==> config.mk <==
export PLATFORM = sky130hd
export DESIGN_NAME = selinc_exec_unit
export DESIGN_NICKNAME = d
export VERILOG_FILES = /design/src/rtl/selinc_pkg.sv /design/src/rtl/selinc_decode.sv /design/src/rtl/selinc_cond_eval.sv /design/src/rtl/selinc_datapath.sv /design/src/rtl/selinc_exec_unit.sv
export SDC_FILE = /design/constraint.sdc
export NUM_CORES = 1
export LEC_CHECK = 0
export CORE_MARGIN = 1.5
export CORE_UTILIZATION = 43
export DETAILED_ROUTE_END_ITERATION = 10
export PLACE_DENSITY = 0.88
export SKIP_LAST_GASP = 1
export SLEW_MARGIN = 20
export SYNTH_ARGS = -nofsm -noshare
export SYNTH_HDL_FRONTEND = slang
export SYNTH_HIERARCHICAL = 1
export SYNTH_SLANG_ARGS = --single-unit
export TNS_END_PERCENT = 20
==> constraint.sdc <==
create_clock -name clk -period 4.68 [get_ports clk]
set_clock_uncertainty 0.05 [all_clocks]
set_input_delay 0.468 -clock clk [delete_from_list [all_inputs] [get_ports clk]]
set_output_delay 0.468 -clock clk [all_outputs]
set_load 0.1 [all_outputs]
==> src/rtl/selinc_pkg.sv <==
package selinc_pkg;

  localparam int IW     = 32;
  localparam int IDX_W  = 5;
  localparam int COND_W = 4;

  localparam logic [9:0] OPC_HIGH = 10'b0011010100;
  localparam logic [1:0] OPC_LOW  = 2'b01;

  typedef enum logic [1:0] {
    FORM_PLAIN = 2'b00,
    FORM_INC   = 2'b01,
    FORM_SET   = 2'b10
  } form_e;

  typedef struct packed {
    logic              wide;
    logic [IDX_W-1:0]  sel_idx;
    logic [IDX_W-1:0]  inc_idx;
    logic [COND_W-1:0] cond;
    logic [IDX_W-1:0]  dst_idx;
  } word_fields_t;

endpackage

==> src/rtl/selinc_decode.sv <==
module selinc_decode
  import selinc_pkg::*;
(
  input  logic [IW-1:0] instr,
  output logic          match,
  output word_fields_t  fields,
  output form_e         form
);

  localparam logic [IDX_W-1:0] ZREG = {IDX_W{1'b1}};

  logic opc_high_ok;
  logic opc_low_ok;
  logic cond_plain;
  logic a_is_z;
  logic b_is_z;

  always_comb begin
    opc_high_ok = (instr[30:21] == OPC_HIGH);
    opc_low_ok  = (instr[11:10] == OPC_LOW);
    match       = opc_high_ok && opc_low_ok;
  end

  always_comb begin
    fields.wide    = instr[31];
    fields.inc_idx = instr[20:16];
    fields.cond    = instr[15:12];
    fields.sel_idx = instr[9:5];
    fields.dst_idx = instr[4:0];
  end

  always_comb begin
    cond_plain = (fields.cond[COND_W-1:1] != 3'b111);
    a_is_z     = (fields.sel_idx == ZREG);
    b_is_z     = (fields.inc_idx == ZREG);
    form       = FORM_PLAIN;
    if (cond_plain) begin
      if (a_is_z && b_is_z)
        form = FORM_SET;
      else if (!a_is_z && !b_is_z && (fields.sel_idx == fields.inc_idx))
        form = FORM_INC;
    end
  end

endmodule

==> src/rtl/selinc_cond_eval.sv <==
module selinc_cond_eval
  import selinc_pkg::*;
(
  input  logic [COND_W-1:0] cond,
  input  logic              fn,
  input  logic              fz,
  input  logic              fc,
  input  logic              fv,
  output logic              holds
);

  logic base;
  logic n_eq_v;

  always_comb begin
    n_eq_v = (fn == fv);
    unique case (cond[COND_W-1:1])
      3'd0:    base = fz;
      3'd1:    base = fc;
      3'd2:    base = fn;
      3'd3:    base = fv;
      3'd4:    base = fc && !fz;
      3'd5:    base = n_eq_v;
      3'd6:    base = n_eq_v && !fz;
      default: base = 1'b1;
    endcase
    if (cond[0] && (cond != 4'b1111))
      holds = !base;
    else
      holds = base;
  end

endmodule

==> src/rtl/selinc_datapath.sv <==
module selinc_datapath #(
  parameter int DATA_W = 64,
  parameter int IDX_W  = 5
) (
  input  logic              wide,
  input  logic              take_sel,
  input  logic [IDX_W-1:0]  sel_idx,
  input  logic [IDX_W-1:0]  inc_idx,
  input  logic [DATA_W-1:0] sel_data,
  input  logic [DATA_W-1:0] inc_data,
  output logic [DATA_W-1:0] result
);

  localparam int HALF = DATA_W / 2;
  localparam logic [IDX_W-1:0] ZREG = {IDX_W{1'b1}};

  logic [DATA_W-1:0] op_sel;
  logic [DATA_W-1:0] op_inc;
  logic [DATA_W-1:0] bumped;
  logic [DATA_W-1:0] chosen;

  always_comb begin
    op_sel = (sel_idx == ZREG) ? '0 : sel_data;
    op_inc = (inc_idx == ZREG) ? '0 : inc_data;
    if (!wide) begin
      op_sel[DATA_W-1:HALF] = '0;
      op_inc[DATA_W-1:HALF] = '0;
    end
  end

  always_comb begin
    bumped = op_inc + DATA_W'(1);
    chosen = take_sel ? op_sel : bumped;
    result = chosen;
    if (!wide)
      result[DATA_W-1:HALF] = '0;
  end

endmodule

==> src/rtl/selinc_exec_unit.sv <==
module selinc_exec_unit
  import selinc_pkg::*;
#(
  parameter int DATA_W = 64
) (
  input  logic              clk,
  input  logic              rst,
  input  logic              in_valid,
  input  logic [31:0]       instr,
  input  logic              flag_n,
  input  logic              flag_z,
  input  logic              flag_c,
  input  logic              flag_v,
  output logic [4:0]        rf_addr_a,
  output logic [4:0]        rf_addr_b,
  input  logic [DATA_W-1:0] rf_data_a,
  input  logic [DATA_W-1:0] rf_data_b,
  output logic              out_valid,
  output logic [DATA_W-1:0] out_result,
  output logic [4:0]        out_dst,
  output logic              out_wen,
  output logic [1:0]        out_alias
);

  localparam int HALF = DATA_W / 2;
  localparam logic [IDX_W-1:0] ZREG = {IDX_W{1'b1}};

  logic              match;
  word_fields_t      fld;
  form_e             form;
  logic              cond_ok;
  logic [DATA_W-1:0] res_c;
  logic              accept;

  selinc_decode u_dec (
    .instr  (instr),
    .match  (match),
    .fields (fld),
    .form   (form)
  );

  selinc_cond_eval u_cond (
    .cond  (fld.cond),
    .fn    (flag_n),
    .fz    (flag_z),
    .fc    (flag_c),
    .fv    (flag_v),
    .holds (cond_ok)
  );

  selinc_datapath #(
    .DATA_W (DATA_W),
    .IDX_W  (IDX_W)
  ) u_dp (
    .wide     (fld.wide),
    .take_sel (cond_ok),
    .sel_idx  (fld.sel_idx),
    .inc_idx  (fld.inc_idx),
    .sel_data (rf_data_a),
    .inc_data (rf_data_b),
    .result   (res_c)
  );

  assign rf_addr_a = fld.sel_idx;
  assign rf_addr_b = fld.inc_idx;
  assign accept    = in_valid && match;

  always_ff @(posedge clk) begin
    if (rst) begin
      out_valid <= 1'b0;
      out_wen   <= 1'b0;
    end else begin
      out_valid <= accept;
      out_wen   <= accept && (fld.dst_idx != ZREG);
    end
  end

  always_ff @(posedge clk) begin
    out_result <= res_c;
    out_dst    <= fld.dst_idx;
    out_alias  <= match ? form : FORM_PLAIN;
  end


  rst_clears_chk: assert property (@(posedge clk)
    rst |=> (!out_valid && !out_wen));


  idle_no_valid_chk: assert property (@(posedge clk) disable iff (rst)
    !in_valid |=> !out_valid);


  wen_needs_valid_chk: assert property (@(posedge clk) disable iff (rst)
    out_wen |-> (out_valid && (out_dst != ZREG)));


  narrow_upper_zero_chk: assert property (@(posedge clk) disable iff (rst)
    (in_valid && !instr[31]) |=> (out_result[DATA_W-1:HALF] == '0));


  set_form_bit_chk: assert property (@(posedge clk) disable iff (rst)
    (out_valid && (out_alias == FORM_SET)) |-> (out_result <= DATA_W'(1)));


  addr_follow_chk: assert property (@(posedge clk) disable iff (rst)
    (rf_addr_a == instr[9:5]) && (rf_addr_b == instr[20:16]));

endmodule

==> results.json, run 1 <==
{
  "hold_violations": 0,
  "synth-edff-count": 0,
  "post_cts_resize_count": 0,
  "die_h_um": 106,
  "vias": 5098,
  "ys_seq_elements": 73,
  "finalSetupViolCount": 0,
  "via_per_inst": 5.49,
  "critical_path_peak_fanout": 10,
  "clkTransAtPathRegs_ps": 80,
  "fmax_ghz": 0.307,
  "core_um2": 10300,
  "rsz0062_at_grt": "false",
  "netlist_instances": 563,
  "ys_warn_count": 6,
  "min_path_type": "in -> reg",
  "relSlewSlack_pct": 31.7,
  "antenna_left": 0,
  "crit_type": "in -> reg",
  "grt_pass1_wl_um": 25600,
  "p_leak_nw": 2.69,
  "cts_sinks": 73,
  "antenna_found_initial": 0,
  "dp_slack_ps": 1100,
  "synth.distinct_cells": 54,
  "holdBufCountCts": 0,
  "startpoint": "instr[18]",
  "slew_violations": 0,
  "synthFlopType": "dfxtp_1",
  "nets": 955,
  "drcViolationCount": 0,
  "cts_buffers": 9,
  "die-area_um2": 11200,
  "syn-cell-area_um2": 4530,
  "arrival_ps": 3460,
  "cts_tree": "done",
  "grt_usage_pct": 29.3,
  "dr.pass1.iters": 7,
  "place_hpwl_um": 13200,
  "min_period_ps": 3260,
  "area_delta_synth_final_pct": 59.6,
  "drive_above_1_share_pct": 6.94,
  "synth.most_common_cell": "nand2_1",
  "initial_core_util_pct": 44.1,
  "synthArstFlopShare_pct": 0,
  "pin_count": 250,
  "die_w_um": 106,
  "timing.final.crit_share_pct": 69.6,
  "wl_per_cell_um": 17.9,
  "overflow": 0,
  "grt_pass1_vias": 4955,
  "synth.largest_area_cell": "dfxtp_1",
  "port_buffers": 249,
  "critPathCapture": "out_result[60]",
  "cp-end-kind": "register",
  "final.setup.tns_ps": 0,
  "status": "finished, final reports clean",
  "ir_drop_mv": 0.252,
  "grt_max_degree": 30,
  "ctsLongestPathBuffers": 2,
  "power.density_nw_per_um2": 331,
  "tightestPinTransition_ps": 1020,
  "fp-row-count": 37,
  "power_w": 0.00239,
  "drt-total-wl_um": 16600,
  "root_buffer": "clkbuf_8",
  "synth_area_leaders": "dfxtp_1 32%, nand2_1 9.4%, xnor2_1 9.3%",
  "first_iter_violations": 333,
  "post_cts_buffers": 0,
  "crit_path_start_kind": "input port",
  "h-tree-depth": 3,
  "synthTopCellsByCount": "113 x nand2_1, 73 x dfxtp_1, 48 x xnor2_1",
  "yosysTopAreaCellShare_pct": 32.3,
  "num_antenna_cells": 0,
  "setup_slack_ps": 1420,
  "syn-num-nets": 731,
  "cap_viol_max_count": 0,
  "syn_area_per_cell_um2": 8.04,
  "yosysSeqAreaShare_pct": 32.3,
  "gp_congestion": 0.902,
  "required_ps": 4880
}
## critical path, cell delays in order
cell             delay [ps]
clkdlybuf4s50_1         670
nand2_2                 310
and2_1                  200
ha_1                    240
nand4_1                 210
nor4_4                  390
nand4_2                 330
nor3_1                  320
xor2_1                  110
a22o_1                  190
## power by group
part | total, W | internal [W] | switching (W)
combinational | 0.00110 | 0.000326 | 0.000774
clock | 0.000576 | 0.000330 | 0.000247
sequential | 0.000714 | 0.000694 | 0.0000201
total | 0.00239 | 0.00135 | 0.00104
## layer usage
metal / track usage, % / wire length [µm] / part of all wire (%) / vias to the layer above
met5: 0 / 0 / 0 / -
met4: 12.3 / 447 / 2.7 / 0
li1: - / - / - / 2430
met2: 52.0 / 8320 / 50 / 271
met1: 34.6 / 6560 / 39 / 2361
met3: 5.38 / 1280 / 7.7 / 36
## registers in the layout (all words and copies together), names as in the netlist
register and cells:
out_result 64, out_dst 5, out_wen 1, out_valid 1, out_alias 2
## per-stage QoR
step	util [%]	cells	hold slack, ps	instance area (µm²)
after floorplan	-	563	483	4530
after global placement	68.1	912	894	7000
after detailed placement	68.1	912	902	7000
after CTS	70.3	928	523	7230
after global routing	70.3	928	520	7230
final	70.3	928	531	7230
## layout by cell type (no fill, tap or decap), drive strengths merged, types with 16 or more instances in the layout
cell           instances
nand4                 25
dfxtp                 73
nor2                  31
nor3                  16
clkdlybuf4s50        249
xnor2                 48
nor4                  25
o21ai                 35
nand2                114
a22o                  19
nand3                 32
xor2                  17
## how the worst min path moves through the flow
stage               slack, ps  startpoint  cells past startpoint         end
global placement          890    instr[4]                      1  out_dst[4]
finish                    530    instr[4]                      1  out_dst[4]
global route              520    instr[1]                      1  out_dst[1]
CTS                       520    instr[4]                      1  out_dst[4]
detailed placement        900    instr[4]                      1  out_dst[4]
floorplan                 480         rst                      1     out_wen
## logic make-up (layout without fill, tap and decap cells)
group	after synthesis	count (layout)	synth area share, %
AND/OR/NAND/NOR	285	285	35.4
AO/OA/AOI/OAI	84	84	12.6
flip-flops	73	73	32.3
XOR/XNOR	65	65	12.6
buffers and inverters	52	281	6.24
multiplexers	3	3	0.663
adder cells (fa/ha/maj)	1	1	0.276
## layout make-up
cell class / count / area [µm²]
fill: 865 / 3050
multi-input combinational: 438 / 2790
timing repair buffer: 255 / 2540
sequential: 73 / 1460
tap: 136 / 170
clock buffer: 12 / 155
clock inverter: 4 / 75.1
inverter: 10 / 37.5
(Power assumes the default switching activity.)
==> run 2, diff against run 1 <==
- CORE_UTILIZATION: 43 -> 36
- PLACE_DENSITY: 0.88 -> 0.79
- clock period: 4.68 -> 2.8 ns (I/O delays scaled with it)
==> run 2 against run 1 <==
Effect of this change:
- flip-flop and latch count is the same
- utilization decreased by 9.4 points
- largest cell class unchanged
- sequential share of layout area is 0.51 points lower
- total power grew 75%
- cell area grew 2.6%
- critical endpoint is now out_result[58]
- global-route usage is 3.7 points lower
- clock power increased by 100%
- sequential power up 68%
- via count rose by 1.4%
- cell count grew 6.7%
- die area increased by 19%
- clock-buffer cell count down 2
==> results.json, run 2 (synthesis gave the netlist of run 1 again) <==
{
  "timing.final.crit_share_pct": 88.1,
  "power.density_nw_per_um2": 565,
  "required_ps": 2970,
  "reg_top3": "out_result x64, out_dst x5, out_alias x2",
  "post_cts_resize_count": 0,
  "fp-row-count": 40,
  "slew_violations": 0,
  "path_buf_inv": 2,
  "hold_violations": 0,
  "vias": 5167,
  "pin_count": 250,
  "crit_chain": "clkdlybuf4s50_1 -> and4_4 -> nand2_4 -> and2_1 -> ha_4 -> nand4_1 -> nor4_4 -> buf_4 -> nand4_4 -> nor4_2 -> xnor2_1 -> a22o_1",
  "core_um2": 12200,
  "tightestPinTransition_ps": 423,
  "arrival_ps": 2640,
  "relSlewSlack_pct": 71.8,
  "overflow": 0,
  "fmax_ghz": 0.405,
  "crit_type": "in -> reg",
  "grt_use_met1_pct": 29.2,
  "cap_viol_max_count": 0,
  "drive_above_1_share_pct": 20.8,
  "via_per_inst": 5.22,
  "regArea_um2": 1460,
  "port_buffers": 249,
  "largest_reg_flops": 64,
  "grt_max_degree": 30,
  "h-tree-depth": 3,
  "root_buffer": "clkbuf_16",
  "min_path_type": "in -> reg",
  "dp_cells": 975,
  "cts_tree": "done",
  "dr.pass1.iters": 4,
  "antenna_found_initial": 0,
  "holdBufCountCts": 0,
  "cp-end-kind": "register",
  "finalSetupViolCount": 0,
  "hold_ws_ps": 368,
  "status": "finished, final reports clean",
  "die_h_um": 115,
  "cp_top_family": "simple AND/OR/NAND/NOR gates",
  "ir_drop_mv": 0.232,
  "gp_congestion": 0.870,
  "final_common_cell": "clkdlybuf4s50_1",
  "die-area_um2": 13300,
  "nFillCells": 1091,
  "num_antenna_cells": 0,
  "final_cell_mix": "166 x clkdlybuf4s50_1, 118 x buf_4, 113 x nand2_1",
  "crit_path_start_kind": "input port",
  "grt_pass1_vias": 5364,
  "clkTransAtPathRegs_ps": 60,
  "met3_usage_pct": 5.32,
  "cp_slowest_stage_delay_ps": 420,
  "rsz0062_at_grt": "false",
  "drt-total-wl_um": 17200,
  "min_period_ps": 2470,
  "first_iter_violations": 261,
  "use_met2_pct": 45.7,
  "die_w_um": 115,
  "nets": 986,
  "grt_pass1_wl_um": 26200,
  "area_delta_synth_final_pct": 63.7,
  "post_cts_buffers": 0,
  "critPathSlowestCell": "clkdlybuf4s50_1",
  "initial_core_util_pct": 37.2,
  "stdcell_count": 990,
  "post-route-util_pct": 61.0,
  "ctsLongestPathBuffers": 2,
  "wl_per_cell_um": 17.3,
  "place_hpwl_um": 13900,
  "regMostFlops": "out_result",
  "cts_sinks": 73,
  "multi_input_area_um2": 2820,
  "critical_path_peak_fanout": 6,
  "drcViolationCount": 0,
  "grt_usage_pct": 25.6,
  "cts_buffers": 9,
  "p_leak_nw": 2.98,
  "grt-busiest-layer": "met2",
  "antenna_left": 0
}
==> run 2: routing by layer <==
layer | wire [µm] | up-vias
met2 | 8590 | 223
met3 | 1200 | 34
met4 | 520 | 0
met1 | 6850 | 2420
met5 | 0 | -
li1 | - | 2490
==> run 2: final cells by class <==
cell class,count,area share [%]
multi-input combinational,438,38.1
timing repair buffer,286,34.9
sequential,73,19.7
clock buffer,10,3.22
tap,168,2.83
clock inverter,5,0.759
inverter,10,0.506
==> run 2: stage by stage <==
| stage | setup TNS [ps] | power, W | setup WS, ps | cell area, µm² |
|---|---|---|---|---|
| 2_1_floorplan | 0 | 0.00247 | 19.2 | 4610 |
| 4_1_cts | 0 | 0.00421 | 330 | 7410 |
| 5_1_grt | 0 | 0.00433 | 192 | 7410 |
| 3_3_place_gp | 0 | 0.00304 | 83.2 | 7120 |
| 6_report | 0 | 0.00419 | 333 | 7410 |
| 3_5_place_dp | -12.9 | 0.00306 | -12.9 | 7120 |
==> run 2: worst paths after layout <==
kind                       from             end  cells after the start  slack, ps
worst max-delay path  instr[17]  out_result[58]                     12        330
worst min-delay path   instr[1]      out_dst[1]                      1        370
==> run 2: report_power, final <==
part / switching, W / total [W] / internal, W
Combinational: 0.00131 / 0.00184 / 0.000533
Sequential: 0.0000380 / 0.00120 / 0.00116
Clock: 0.000439 / 0.00115 / 0.000707
